==> config.mk <==
export PLATFORM = sky130hd
export DESIGN_NAME = pgbuf_engine
export DESIGN_NICKNAME = d
export VERILOG_FILES = /design/src/rtl/pgbuf_pkg.sv /design/src/rtl/pgbuf_shift.sv /design/src/rtl/pgbuf_timer.sv /design/src/rtl/pgbuf_store.sv /design/src/rtl/pgbuf_engine.sv
export SDC_FILE = /design/constraint.sdc
export NUM_CORES = 1
export LEC_CHECK = 0
export BUFFER_PORTS_ARGS = -buffer_cell sky130_fd_sc_hd__buf_2
export CAP_MARGIN = 20
export CORE_ASPECT_RATIO = 0.5
export CORE_MARGIN = 2
export CORE_UTILIZATION = 51
export CTS_CLUSTER_SIZE = 16
export DETAILED_ROUTE_END_ITERATION = 12
export PLACE_DENSITY = 0.66
export SLEW_MARGIN = 15
export SYNTH_ARGS = -nofsm -noshare
export SYNTH_HDL_FRONTEND = slang
export SYNTH_HIERARCHICAL = 1
export SYNTH_SLANG_ARGS = --single-unit
==> constraint.sdc <==
create_clock -name clk -period 5.3 [get_ports clk]
set_input_delay 0.265 -clock clk [delete_from_list [all_inputs] [get_ports clk]]
set_output_delay 0.265 -clock clk [all_outputs]
set_load 0.005 [all_outputs]
==> src/rtl/pgbuf_pkg.sv <==
package pgbuf_pkg;

  typedef enum logic [1:0] {
    OP_NONE = 2'd0,
    OP_XFER = 2'd1,
    OP_CMP  = 2'd2,
    OP_RW   = 2'd3
  } pg_op_e;

  typedef struct packed {
    pg_op_e op;
    logic   bsel;   // 0: buffer A, 1: buffer B
  } pg_cmd_t;

  function automatic pg_cmd_t decode_opcode(input logic [7:0] code);
    pg_cmd_t c;
    c.op   = OP_NONE;
    c.bsel = 1'b0;
    case (code)
      8'h53: begin c.op = OP_XFER; c.bsel = 1'b0; end
      8'h55: begin c.op = OP_XFER; c.bsel = 1'b1; end
      8'h60: begin c.op = OP_CMP;  c.bsel = 1'b0; end
      8'h61: begin c.op = OP_CMP;  c.bsel = 1'b1; end
      8'h58: begin c.op = OP_RW;   c.bsel = 1'b0; end
      8'h59: begin c.op = OP_RW;   c.bsel = 1'b1; end
      default: ;
    endcase
    return c;
  endfunction

endpackage

==> src/rtl/pgbuf_shift.sv <==
module pgbuf_shift #(
  parameter int CMD_BITS = 32
) (
  input  logic                clk,
  input  logic                rst_n,
  input  logic                sck,
  input  logic                cs_n,
  input  logic                si,
  output logic [CMD_BITS-1:0] word,
  output logic                full,
  output logic                cs_rise
);
  localparam int CNT_W = $clog2(CMD_BITS + 1);

  logic                sck_q, cs_q;
  logic [CMD_BITS-1:0] sh_q, sh_d;
  logic [CNT_W-1:0]    cnt_q, cnt_d;
  logic                sck_rise;

  always_comb begin
    sck_rise = sck & ~sck_q & ~cs_n;
    sh_d     = sh_q;
    cnt_d    = cnt_q;
    if (cs_n) begin
      cnt_d = '0;
    end else if (sck_rise && (cnt_q != CNT_W'(CMD_BITS))) begin
      sh_d  = {sh_q[CMD_BITS-2:0], si};
      cnt_d = cnt_q + 1'b1;
    end
  end

  always_ff @(posedge clk or negedge rst_n) begin
    if (!rst_n) begin
      sck_q <= 1'b0;
      cs_q  <= 1'b1;
      sh_q  <= '0;
      cnt_q <= '0;
    end else begin
      sck_q <= sck;
      cs_q  <= cs_n;
      sh_q  <= sh_d;
      cnt_q <= cnt_d;
    end
  end

  assign word    = sh_q;
  assign full    = (cnt_q == CNT_W'(CMD_BITS));
  assign cs_rise = cs_n & ~cs_q;

endmodule

==> src/rtl/pgbuf_timer.sv <==
module pgbuf_timer
  import pgbuf_pkg::*;
#(
  parameter int T_XFR = 30,
  parameter int T_CMP = 40,
  parameter int T_RW  = 100
) (
  input  logic   clk,
  input  logic   rst_n,
  input  logic   start,
  input  pg_op_e op,
  output logic   busy,
  output logic   done
);
  localparam int CNT_W = $clog2(T_RW + 1);

  logic [CNT_W-1:0] cnt_q, cnt_d;

  always_comb begin
    cnt_d = cnt_q;
    if (start) begin
      case (op)
        OP_XFER: cnt_d = CNT_W'(T_XFR);
        OP_CMP:  cnt_d = CNT_W'(T_CMP);
        OP_RW:   cnt_d = CNT_W'(T_RW);
        default: cnt_d = cnt_q;
      endcase
    end else if (cnt_q != '0) begin
      cnt_d = cnt_q - 1'b1;
    end
  end

  always_ff @(posedge clk or negedge rst_n) begin
    if (!rst_n) cnt_q <= '0;
    else        cnt_q <= cnt_d;
  end

  assign busy = (cnt_q != '0);
  assign done = (cnt_q == CNT_W'(1));

endmodule

==> src/rtl/pgbuf_store.sv <==
module pgbuf_store
  import pgbuf_pkg::*;
#(
  parameter int PAGES = 8,
  parameter int WORDS = 4
) (
  input  logic                     clk,
  input  logic                     rst_n,
  input  logic                     start,
  input  pg_op_e                   op,
  input  logic                     bsel,
  input  logic [$clog2(PAGES)-1:0] page,
  input  logic                     done,
  output logic                     mismatch
);
  localparam int PG_W  = $clog2(PAGES);
  localparam int ROW_W = WORDS * 8;

  logic [ROW_W-1:0] main_q [PAGES];
  logic [ROW_W-1:0] buf_q  [2];
  logic             sel_q, wb_q;
  logic [PG_W-1:0]  pg_q;

  always_ff @(posedge clk or negedge rst_n) begin
    if (!rst_n) begin
      for (int p = 0; p < PAGES; p++) begin
        for (int w = 0; w < WORDS; w++) begin
          main_q[p][w*8 +: 8] <= 8'(p * WORDS + w) ^ 8'h5A;
        end
      end
      buf_q[0] <= '0;
      buf_q[1] <= '0;
      sel_q    <= 1'b0;
      wb_q     <= 1'b0;
      pg_q     <= '0;
    end else begin
      if (start) begin
        if (op == OP_XFER || op == OP_RW) buf_q[bsel] <= main_q[page];
        sel_q <= bsel;
        pg_q  <= page;
        wb_q  <= (op == OP_RW);
      end
      if (done && wb_q) main_q[pg_q] <= buf_q[sel_q];
    end
  end

  assign mismatch = (main_q[page] != buf_q[bsel]);

endmodule

==> src/rtl/pgbuf_engine.sv <==
module pgbuf_engine
  import pgbuf_pkg::*;
#(
  parameter int PAGES = 8,
  parameter int WORDS = 4,
  parameter int T_XFR = 30,
  parameter int T_CMP = 40,
  parameter int T_RW  = 100
) (
  input  logic       clk,
  input  logic       rst_n,
  input  logic       sck,
  input  logic       cs_n,
  input  logic       si,
  input  logic       bin_mode,
  output logic [7:0] status,
  output logic       rdy
);
  localparam int CMD_BITS = 32;
  localparam int PG_W     = $clog2(PAGES);

  logic [CMD_BITS-1:0] word;
  logic                full, cs_rise;
  pg_cmd_t             cmd;
  logic [12:0]         pg_num;
  logic [PG_W-1:0]     pg_idx;
  logic                start, busy, done, mismatch;
  pg_op_e              op_q, op_d;
  logic                cmp_q, cmp_d, mis_q, mis_d;

  pgbuf_shift #(.CMD_BITS(CMD_BITS)) u_shift (
    .clk(clk), .rst_n(rst_n), .sck(sck), .cs_n(cs_n), .si(si),
    .word(word), .full(full), .cs_rise(cs_rise)
  );

  always_comb begin
    cmd    = decode_opcode(word[31:24]);
    pg_num = bin_mode ? word[22:10] : word[23:11];
    pg_idx = pg_num[PG_W-1:0];
    start  = cs_rise & full & (cmd.op != OP_NONE) & ~busy;
  end

  pgbuf_timer #(.T_XFR(T_XFR), .T_CMP(T_CMP), .T_RW(T_RW)) u_timer (
    .clk(clk), .rst_n(rst_n), .start(start), .op(cmd.op),
    .busy(busy), .done(done)
  );

  pgbuf_store #(.PAGES(PAGES), .WORDS(WORDS)) u_store (
    .clk(clk), .rst_n(rst_n), .start(start), .op(cmd.op), .bsel(cmd.bsel),
    .page(pg_idx), .done(done), .mismatch(mismatch)
  );

  always_comb begin
    op_d  = op_q;
    cmp_d = cmp_q;
    mis_d = mis_q;
    if (start) begin
      op_d  = cmd.op;
      cmp_d = mismatch;
    end
    if (done && op_q == OP_CMP) mis_d = cmp_q;
  end

  always_ff @(posedge clk or negedge rst_n) begin
    if (!rst_n) begin
      op_q  <= OP_NONE;
      cmp_q <= 1'b0;
      mis_q <= 1'b0;
    end else begin
      op_q  <= op_d;
      cmp_q <= cmp_d;
      mis_q <= mis_d;
    end
  end

  assign status = {~busy, mis_q, 6'b0};
  assign rdy    = ~busy;

endmodule

### Word level (Yosys, flattened, before mapping)

Index checks and enable logic that the tools add are counted.

* magnitude comparators: 6
* reductions and logical operators: 13
* add/subtract/negate cells: 2
* multiplexer cells: 22
* bitwise logic cells: 14
* eq/ne operators: 15

Operators by type and width (count)
* 32-bit 2-to-1 mux: 10
* 256-bit bitwise mux: 1
* 32-bit binary-select mux with 3-bit select: 1
* 32-bit demux with 3-bit select: 1
* 64-bit bitwise mux: 1
* 8-bit by 7-bit == test with 1-bit output, second input constant: 6
* 32-bit demux with 1-bit select: 1
* 32-bit != test: 1
* 7-bit one-hot mux with 3 select lines: 1
* 3-bit one-hot mux with 6 select lines: 1
* 7-bit 2-to-1 mux: 2
* 6-bit 2-to-1 mux: 2
* 4-bit >= comparator, second input constant: 2
* 3-bit inverter with 4-bit output: 2
* 7-bit by 1-bit == test with 1-bit output, second input constant: 1
* 7-bit nonzero test: 1
* 7-bit by 1-bit subtractor with 7-bit output, second input constant: 1
* 6-bit by 1-bit adder with 6-bit output, second input constant: 1
* 1-bit AND: 6
* 2-bit == test, second input constant: 3
* 6-bit == test, second input constant: 1
* 6-bit != test, second input constant: 1
* 2-bit AND reduction: 3
* 2-bit nonzero test: 3
* 10 further kinds: 19

* flip-flop bits (word level): 376
* logic and storage cells: 93
* bits of input ports: 6
* output and inout port bits: 9

### Longest topological paths before layout

Gate-level depths: netlist of run 1.

* depth after elaboration: 8
* depth in mapped cells: 12
* gate-level depth less buffers: 11

### Cells and area by module

Netlist of run 1, hierarchy kept.

Modules (own cells, without submodules)
* pgbuf_store: area each 14732.9 µm², cells each 1389, instances 1
* pgbuf_shift: area each 1631.6 µm², cells each 108, instances 1
* pgbuf_timer: area each 583.1 µm², cells each 64, instances 1
* pgbuf_engine: area each 429.2 µm², cells each 46, instances 1

### Worst setup path after synthesis of run 1

Ideal clock, no wire load.

* path kind: flip-flop to flip-flop
* start point: register u_shift.sh_q[26], in the netlist u_shift/word[26]
* end point: register cmp_q
* data arrival time: 2.865 ns
* stages on the path, launching flop included: 13
* path slack: 2.310 ns
* path buffers: 3
* cells stage by stage: dfrtp_1 -> inv_1 -> or4b_1 -> a21oi_1 -> buf_2 -> buf_2 -> buf_2 -> mux2i_1 -> xnor2_1 -> nand4_1 -> nor4_1 -> nand4_1 -> mux2_4

RTL lines
* start: declaration: RTL line pgbuf_shift.sv:16 `logic [CMD_BITS-1:0] sh_q, sh_d;`
* start signal: assignment: RTL line pgbuf_shift.sv:36 `sh_q <= '0;`
* start signal: assignment: RTL line pgbuf_shift.sv:41 `sh_q <= sh_d;`
* end signal: assignment: RTL line pgbuf_engine.sv:71 `cmp_q <= cmp_d;`
* end: declaration: RTL line pgbuf_engine.sv:29 `logic cmp_q, cmp_d, mis_q, mis_d;`

==> results of run 1 <==
-- how the worst max path moves through the flow --
stage	cells past startpoint	start	slack, ns	end
after floorplan	12	u_shift/word[26]	2.31	cmp_q
after global placement	10	bin_mode	1.55	cmp_q
after detailed placement	10	bin_mode	1.58	cmp_q
after CTS	9	u_shift/word[11]	1.65	cmp_q
after global routing	9	u_shift/word[11]	1.34	cmp_q
final	10	u_shift/word[26]	1.61	cmp_q
-- cell type report --
class,instances,area (sq um),share of cell area [%]
flip-flops and latches,376,9552,50.40
multi-input cells,1117,7310,38.57
clock buffers,58,1095,5.776
well taps,441,551.8,2.911
repair buffers,41,357.8,1.888
inverters,14,52.55,0.2773
clock inverters,5,35.03,0.1848
-- cell families (layout without fill, tap and decap cells) --
kind of cell | Yosys count | after routing | share of synthesized area [%]
AO/OA/AOI/OAI | 404 | 404 | 12.58
adder cells (fa/ha/maj) | 9 | 9 | 0.6481
buffers and inverters | 119 | 118 | 3.471
multiplexers | 201 | 201 | 14.91
other | 1 | 6 | 0.02158
flip-flops | 376 | 376 | 54.96
XOR/XNOR | 12 | 12 | 0.6048
AND/OR/NAND/NOR | 485 | 485 | 12.80
-- per-layer routing --
layer / up-vias / global-route usage (%) / part of all wire [%]
met4: 0 / 4.834 / 1.3
li1: 5588 / - / -
met5: - / 0 / 0
met2: 312 / 36.80 / 48
met1: 5967 / 31.29 / 45
met3: 48 / 3.756 / 5.8
-- sequential cells by signal (all words and copies together) (netlist names) --
signal          flops
cmp_q               1
mis_q               1
op_q                2
u_shift/cnt_q       6
u_shift/cs_q        1
u_shift/sck_q       1
u_shift/word       32
u_store/buf_q      64
u_store/main_q    256
u_store/pg_q        3
u_store/sel_q       1
u_store/wb_q        1
u_timer/cnt_q       7
-- cell usage after synthesis, types with 12 or more instances --
cell,n
a21oi_1,216
a22oi_1,19
buf_4,12
clkbuf_1,70
dfrtp_1,263
dfstp_2,113
inv_1,14
mux2_2,45
mux2i_1,113
mux4_2,36
nand2_1,155
nand2b_1,13
nand3_1,19
nor2_1,216
o21ai_0,140
-- what timing repair did --
item | CTS | global route
setup buffers | 0 | 0
hold buffers | 4 | 0
hold endpoints to repair | 79 | 0
gates resized for setup | 0 | 0
-- worst max-delay path: stages, from the launching register on --
cell     delay [ns]
dfrtp_1        0.44
inv_1          0.11
or4b_1         0.52
a21oi_4        0.51
buf_4          0.35
mux2i_1        0.24
xor2_1         0.09
or3b_2         0.49
nor4_1         0.38
nand4_1        0.15
mux2_4         0.28
-- power by group through the flow --
stage	Combinational, W	Clock [W]	Sequential [W]
detailed placement	0.000217	0	0.00297
CTS	0.000220	0.00255	0.00292
floorplan	0.000127	0	0.00297
global route	0.000242	0.00268	0.00292
finish	0.000216	0.00249	0.00292
global placement	0.000211	0	0.00297
-- per-stage QoR --
step | power (W) | hold slack [ns] | setup WS [ns] | util [%] | instance area, sq um
final | 0.005623 | 0.3739 | 1.612 | 56.94 | 18950
after global routing | 0.005846 | 0.4293 | 1.336 | 56.94 | 18950
after CTS | 0.005693 | 0.4125 | 1.652 | 56.88 | 18930
after detailed placement | 0.003187 | 0.3840 | 1.577 | 53.37 | 17760
after global placement | 0.003179 | 0.3674 | 1.548 | 53.25 | 17720
after floorplan | 0.003092 | -0.03059 | 2.310 | - | 17400
==> metrics, run 1 <==
outcome finished clean; Setup Crit Path Kind flop to flop; via count 11.92k; final setup fails 0; asr flop ratio synth 100.0%; Clock Tree Buf Depth 3; chip width 265.0 um; Post-synth EDFFs 0; warnings from Yosys 6; synthesized area 17380 sq um; # diodes 0; clock skew 0.01804 ns; number of max-cap violations 0; CP Launch Type flop; Period Utilization, post-route 69.58%; Mapped Cells 1607; Arr. time, crit path 4.10 ns; Worst-Skew Late Latency 0.53 ns; worst reg2reg setup slack 1.61 ns; Max Slew Vio Count 0; layout net count 1601; Cell Pwr Density 296.7 nW/um^2; worst r2r src u_shift/word[26]; clock power share 44.2%; post-detail-place hpwl 24050 um; most area-hungry cell type in the Yosys netlist dfrtp_1; drt total wl 38830 um; share of layout cells above drive strength 1 20.11%; sequential area share after synthesis 54.96%; most common cell after layout, fill and taps aside dfrtp_1; final cell count without fillers 2052; Synth area leaders dfrtp_1 38%, dfstp_2 17%, mux2i_1 6.5%, a21oi_1 6.2%, mux4_2 4.7%; Yosys reg bits 376; Yosys cell types 69; PortBufs 8; CTS H-tree depth 2; Final min period 3.688 ns; Max IR drop VDD 0.0001666 V; DRC 0; Clk pin slew, worst setup/hold paths 0.07 ns; Cell Count Post-Placement 1984; Synth Flop Type dfrtp_1; fillcell total 2671; Root Driver clkbuf_16; Worst R2R End cmp_q; sw frac 21.74%; Avg Vias per Cell 5.807; initial antenna violation count 0; Slew headroom 25.66%; Worst Path Max Fanout 11; GP Congestion 0.7768; num rows 47; most frequent cells in the layout 262 x dfrtp_1, 215 x a21oi_1, 210 x nor2_1; unrepaired setup endpoints after global routing false; min-delay worst type primary input to async pin; Power Internal 0.004400 W; Synth top area share 37.87%; measured slew at the worst slew-check pin 1.115 ns; GR Util All Layers 22.25%; Peak Freq 271.2 MHz; Reg power frac 51.9%; clock sink count 376; wire per inst 18.92 um; Final ANT Viol Nets 0; worst reg-to-reg path cell count 10; drt first pass iters 5; global-route wire length before repair 62750 um; Starting DRT DRC Count 1124; Syn Area/Cell 10.81 sq um; setup tns final 0 ns; Initial Util 52.21%; Inserted Clock Buffers 36; CTS tree yes; static leakage 7.828 nW; Psw 0.001222 W; power share of the combinational group 3.8%; I/O pin cnt 15; largest net degree at the start of global routing 163; grt total ovfl 0; core footprint 33280 sq um; die area 35650 sq um; Die Y-Extent 134.5 um; Crit. End Element flop; vias in the first global route 11.72k; Worst EP required 5.71 ns; synth-to-layout area growth 9.073%; Fin. Hold Viols 0
Power figures use the tool's default switching activity.
==> run 2: changes to the inputs <==
Clock period 5.3 ns to 3.7 ns, I/O delays scaled along.
==> run 2 against run 1 <==
Compared with the run above:
- wire length hardly changed
- sequential power grew 43%
- largest cell class unchanged
- non-clock buffer count is 7 higher
- total power up 49%
- sequential cell count stayed put
- critical path depth is 1 lower
- first-iteration DRC count rose by 7.8%
- clock power increased by 56%
- core utilization up 0.69 points
- combinational power is 51% higher
- sequential share of layout area shrank 0.60 points
- global-route usage increased by 0.35 points
==> metrics, run 2 (synthesis gave the netlist of run 1 again) <==
outcome finished clean; Worst EP required 4.13 ns (-1.58 ns); share of layout cells above drive strength 1 21.01% (+0.90 points); Inserted Clock Buffers 35 (-2.8%); worst reg2reg setup slack 0.20 ns (-1.41 ns); drt total wl 38840 um (about the same); measured slew at the worst slew-check pin 1.161 ns (+0.04567 ns); CTS H-tree depth 2 (unchanged); Avg Vias per Cell 5.835 (+0.50%); chip width 265.0 um (unchanged); Crit. End Element flop; clock skew 0.02650 ns (+0.008459 ns); Cell Pwr Density 437.2 nW/um^2 (+47%); final cell count without fillers 2059 (+0.34%); largest register by flop count u_store/main_q; Max Slew Vio Count 0 (unchanged); largest net degree at the start of global routing 112 (-31%); CTS tree yes; grt total ovfl 0 (unchanged); number of max-cap violations 0 (unchanged); # diodes 0 (unchanged); die area 35650 sq um (unchanged); setup tns final 0 ns (unchanged); Cell Count Post-Placement 1992 (+0.40%); Root Driver clkbuf_16; Peak Freq 285.9 MHz (+5.4%); final setup fails 0 (unchanged); Fin. Hold Viols 0 (unchanged); FF/Latch Area 9552 sq um (unchanged); Die Y-Extent 134.5 um (unchanged); num rows 47 (unchanged); synth-to-layout area growth 10.40%; Clock Tree Buf Depth 3 (unchanged); GR Util All Layers 22.61% (+0.35 points); Worst-Skew Late Latency 0.54 ns (about the same); unrepaired setup endpoints after global routing false; Setup Crit Path Kind flop to flop; GP Congestion 0.7692 (-0.98%); I/O pin cnt 15 (unchanged); PortBufs 8 (unchanged); Max IR drop VDD 0.0002855 V (+71%); Arr. time, crit path 3.93 ns (-0.17 ns); most common cell after layout, fill and taps aside dfrtp_1; DRC 0 (unchanged); Final ANT Viol Nets 0 (unchanged); layout net count 1607 (+0.37%); Period Utilization, post-route 94.54% (+25 points); core footprint 33280 sq um (unchanged); Final min period 3.498 ns (-0.1900 ns); via count 12.02k (+0.84%); vias in the first global route 12.09k (+3.2%); global-route wire length before repair 64070 um (+2.1%); Clk pin slew, worst setup/hold paths 0.07 ns (about the same); Slew headroom 22.61% (-3.0 points); clock sink count 376 (unchanged); static leakage 7.946 nW (+1.5%); min-delay worst type primary input to async pin; max reg flops 256 (unchanged); Starting DRT DRC Count 1212 (+7.8%); wire per inst 18.86 um (-0.32%); multi-input logic area 7310 sq um (unchanged); drt first pass iters 6 (+1); Worst Path Max Fanout 19 (+8); most frequent cells in the layout 262 x dfrtp_1, 215 x a21oi_1, 210 x nor2_1; fillcell total 2738 (+2.5%); Initial Util 52.21% (unchanged); post-CTS setup buffer count 0 (unchanged); initial antenna violation count 0 (unchanged); CP Launch Type flop; post-detail-place hpwl 23640 um (-1.7%)
## run 2: cell count changes in the layout (fill, tap and decap cells not counted), moves of 2 or more
cell	delta
clkinv_2	+5
bufinv_16	+5
buf_4	+2
buf_12	+5
clkbuf_1	-9
## run 2: worst paths after layout
check,start,endpoint,depth (start not counted)
worst max-delay path,u_shift/word[12],cmp_q,9
worst min-delay path,rst_n,u_shift/word[17],2
worst max register to register,u_shift/word[12],cmp_q,9
worst min register to register,u_store/main_q[229],u_store/main_q[229],2
max in group asynchronous,rst_n,u_store/main_q[180],3
min in group clk,sck,u_shift/sck_q,2
## run 2: cell type report
cell class	count	area share (%)
Clock buffer	47	5.329
Clock inverter	16	1.161
Inverter	14	0.2739
Multi-Input combinational cell	1117	38.10
Sequential cell	376	49.79
Tap cell	441	2.876
Timing Repair Buffer	48	2.465
## run 2: stage by stage
step           area, sq um  util [%]  setup slack [ns]  total power, W  hold slack [ns]
3_3_place_gp         17900     53.77            0.2607        0.004570           0.3018
2_1_floorplan        17400         -            0.7103        0.004429          -0.1106
6_report             19180     57.63            0.2021        0.008386           0.2921
5_1_grt              19180     57.63           0.03345        0.008685           0.3453
4_1_cts              19180     57.63            0.1869        0.008480           0.3254
3_5_place_dp         17900     53.77            0.1838        0.004582           0.3188
## run 2: metal layers
layer | share of wire [%] | global-route usage (%) | wire length, um | up-vias
li1 | - | - | - | 5595
met1 | 46 | 32.41 | 17880 | 6040
met2 | 46 | 36.02 | 17920 | 313
met3 | 5.8 | 3.975 | 2267 | 67
met4 | 2.0 | 5.995 | 769 | 0
met5 | 0 | 0 | 0 | -
## run 2: report_power, final
part           internal, W  total (W)  switching [W]
logic             0.000122   0.000326       0.000204
clock network      0.00230    0.00388        0.00158
registers          0.00416    0.00418      0.0000226
## run 2: critical path, stage by stage, from the launching register on
cell and delay, ns:
dfrtp_1 0.39, mux2_4 0.44, buf_4 0.29, mux4_2 0.52, mux2i_1 0.25, xnor2_1 0.18, nand4_1 0.14, nor4_1 0.72
nand4_1 0.17, mux2_4 0.29
## run 2: repair_timing
action,CTS,global route
gates resized for setup,0,0
hold buffers,4,0
hold endpoints to repair,84,0
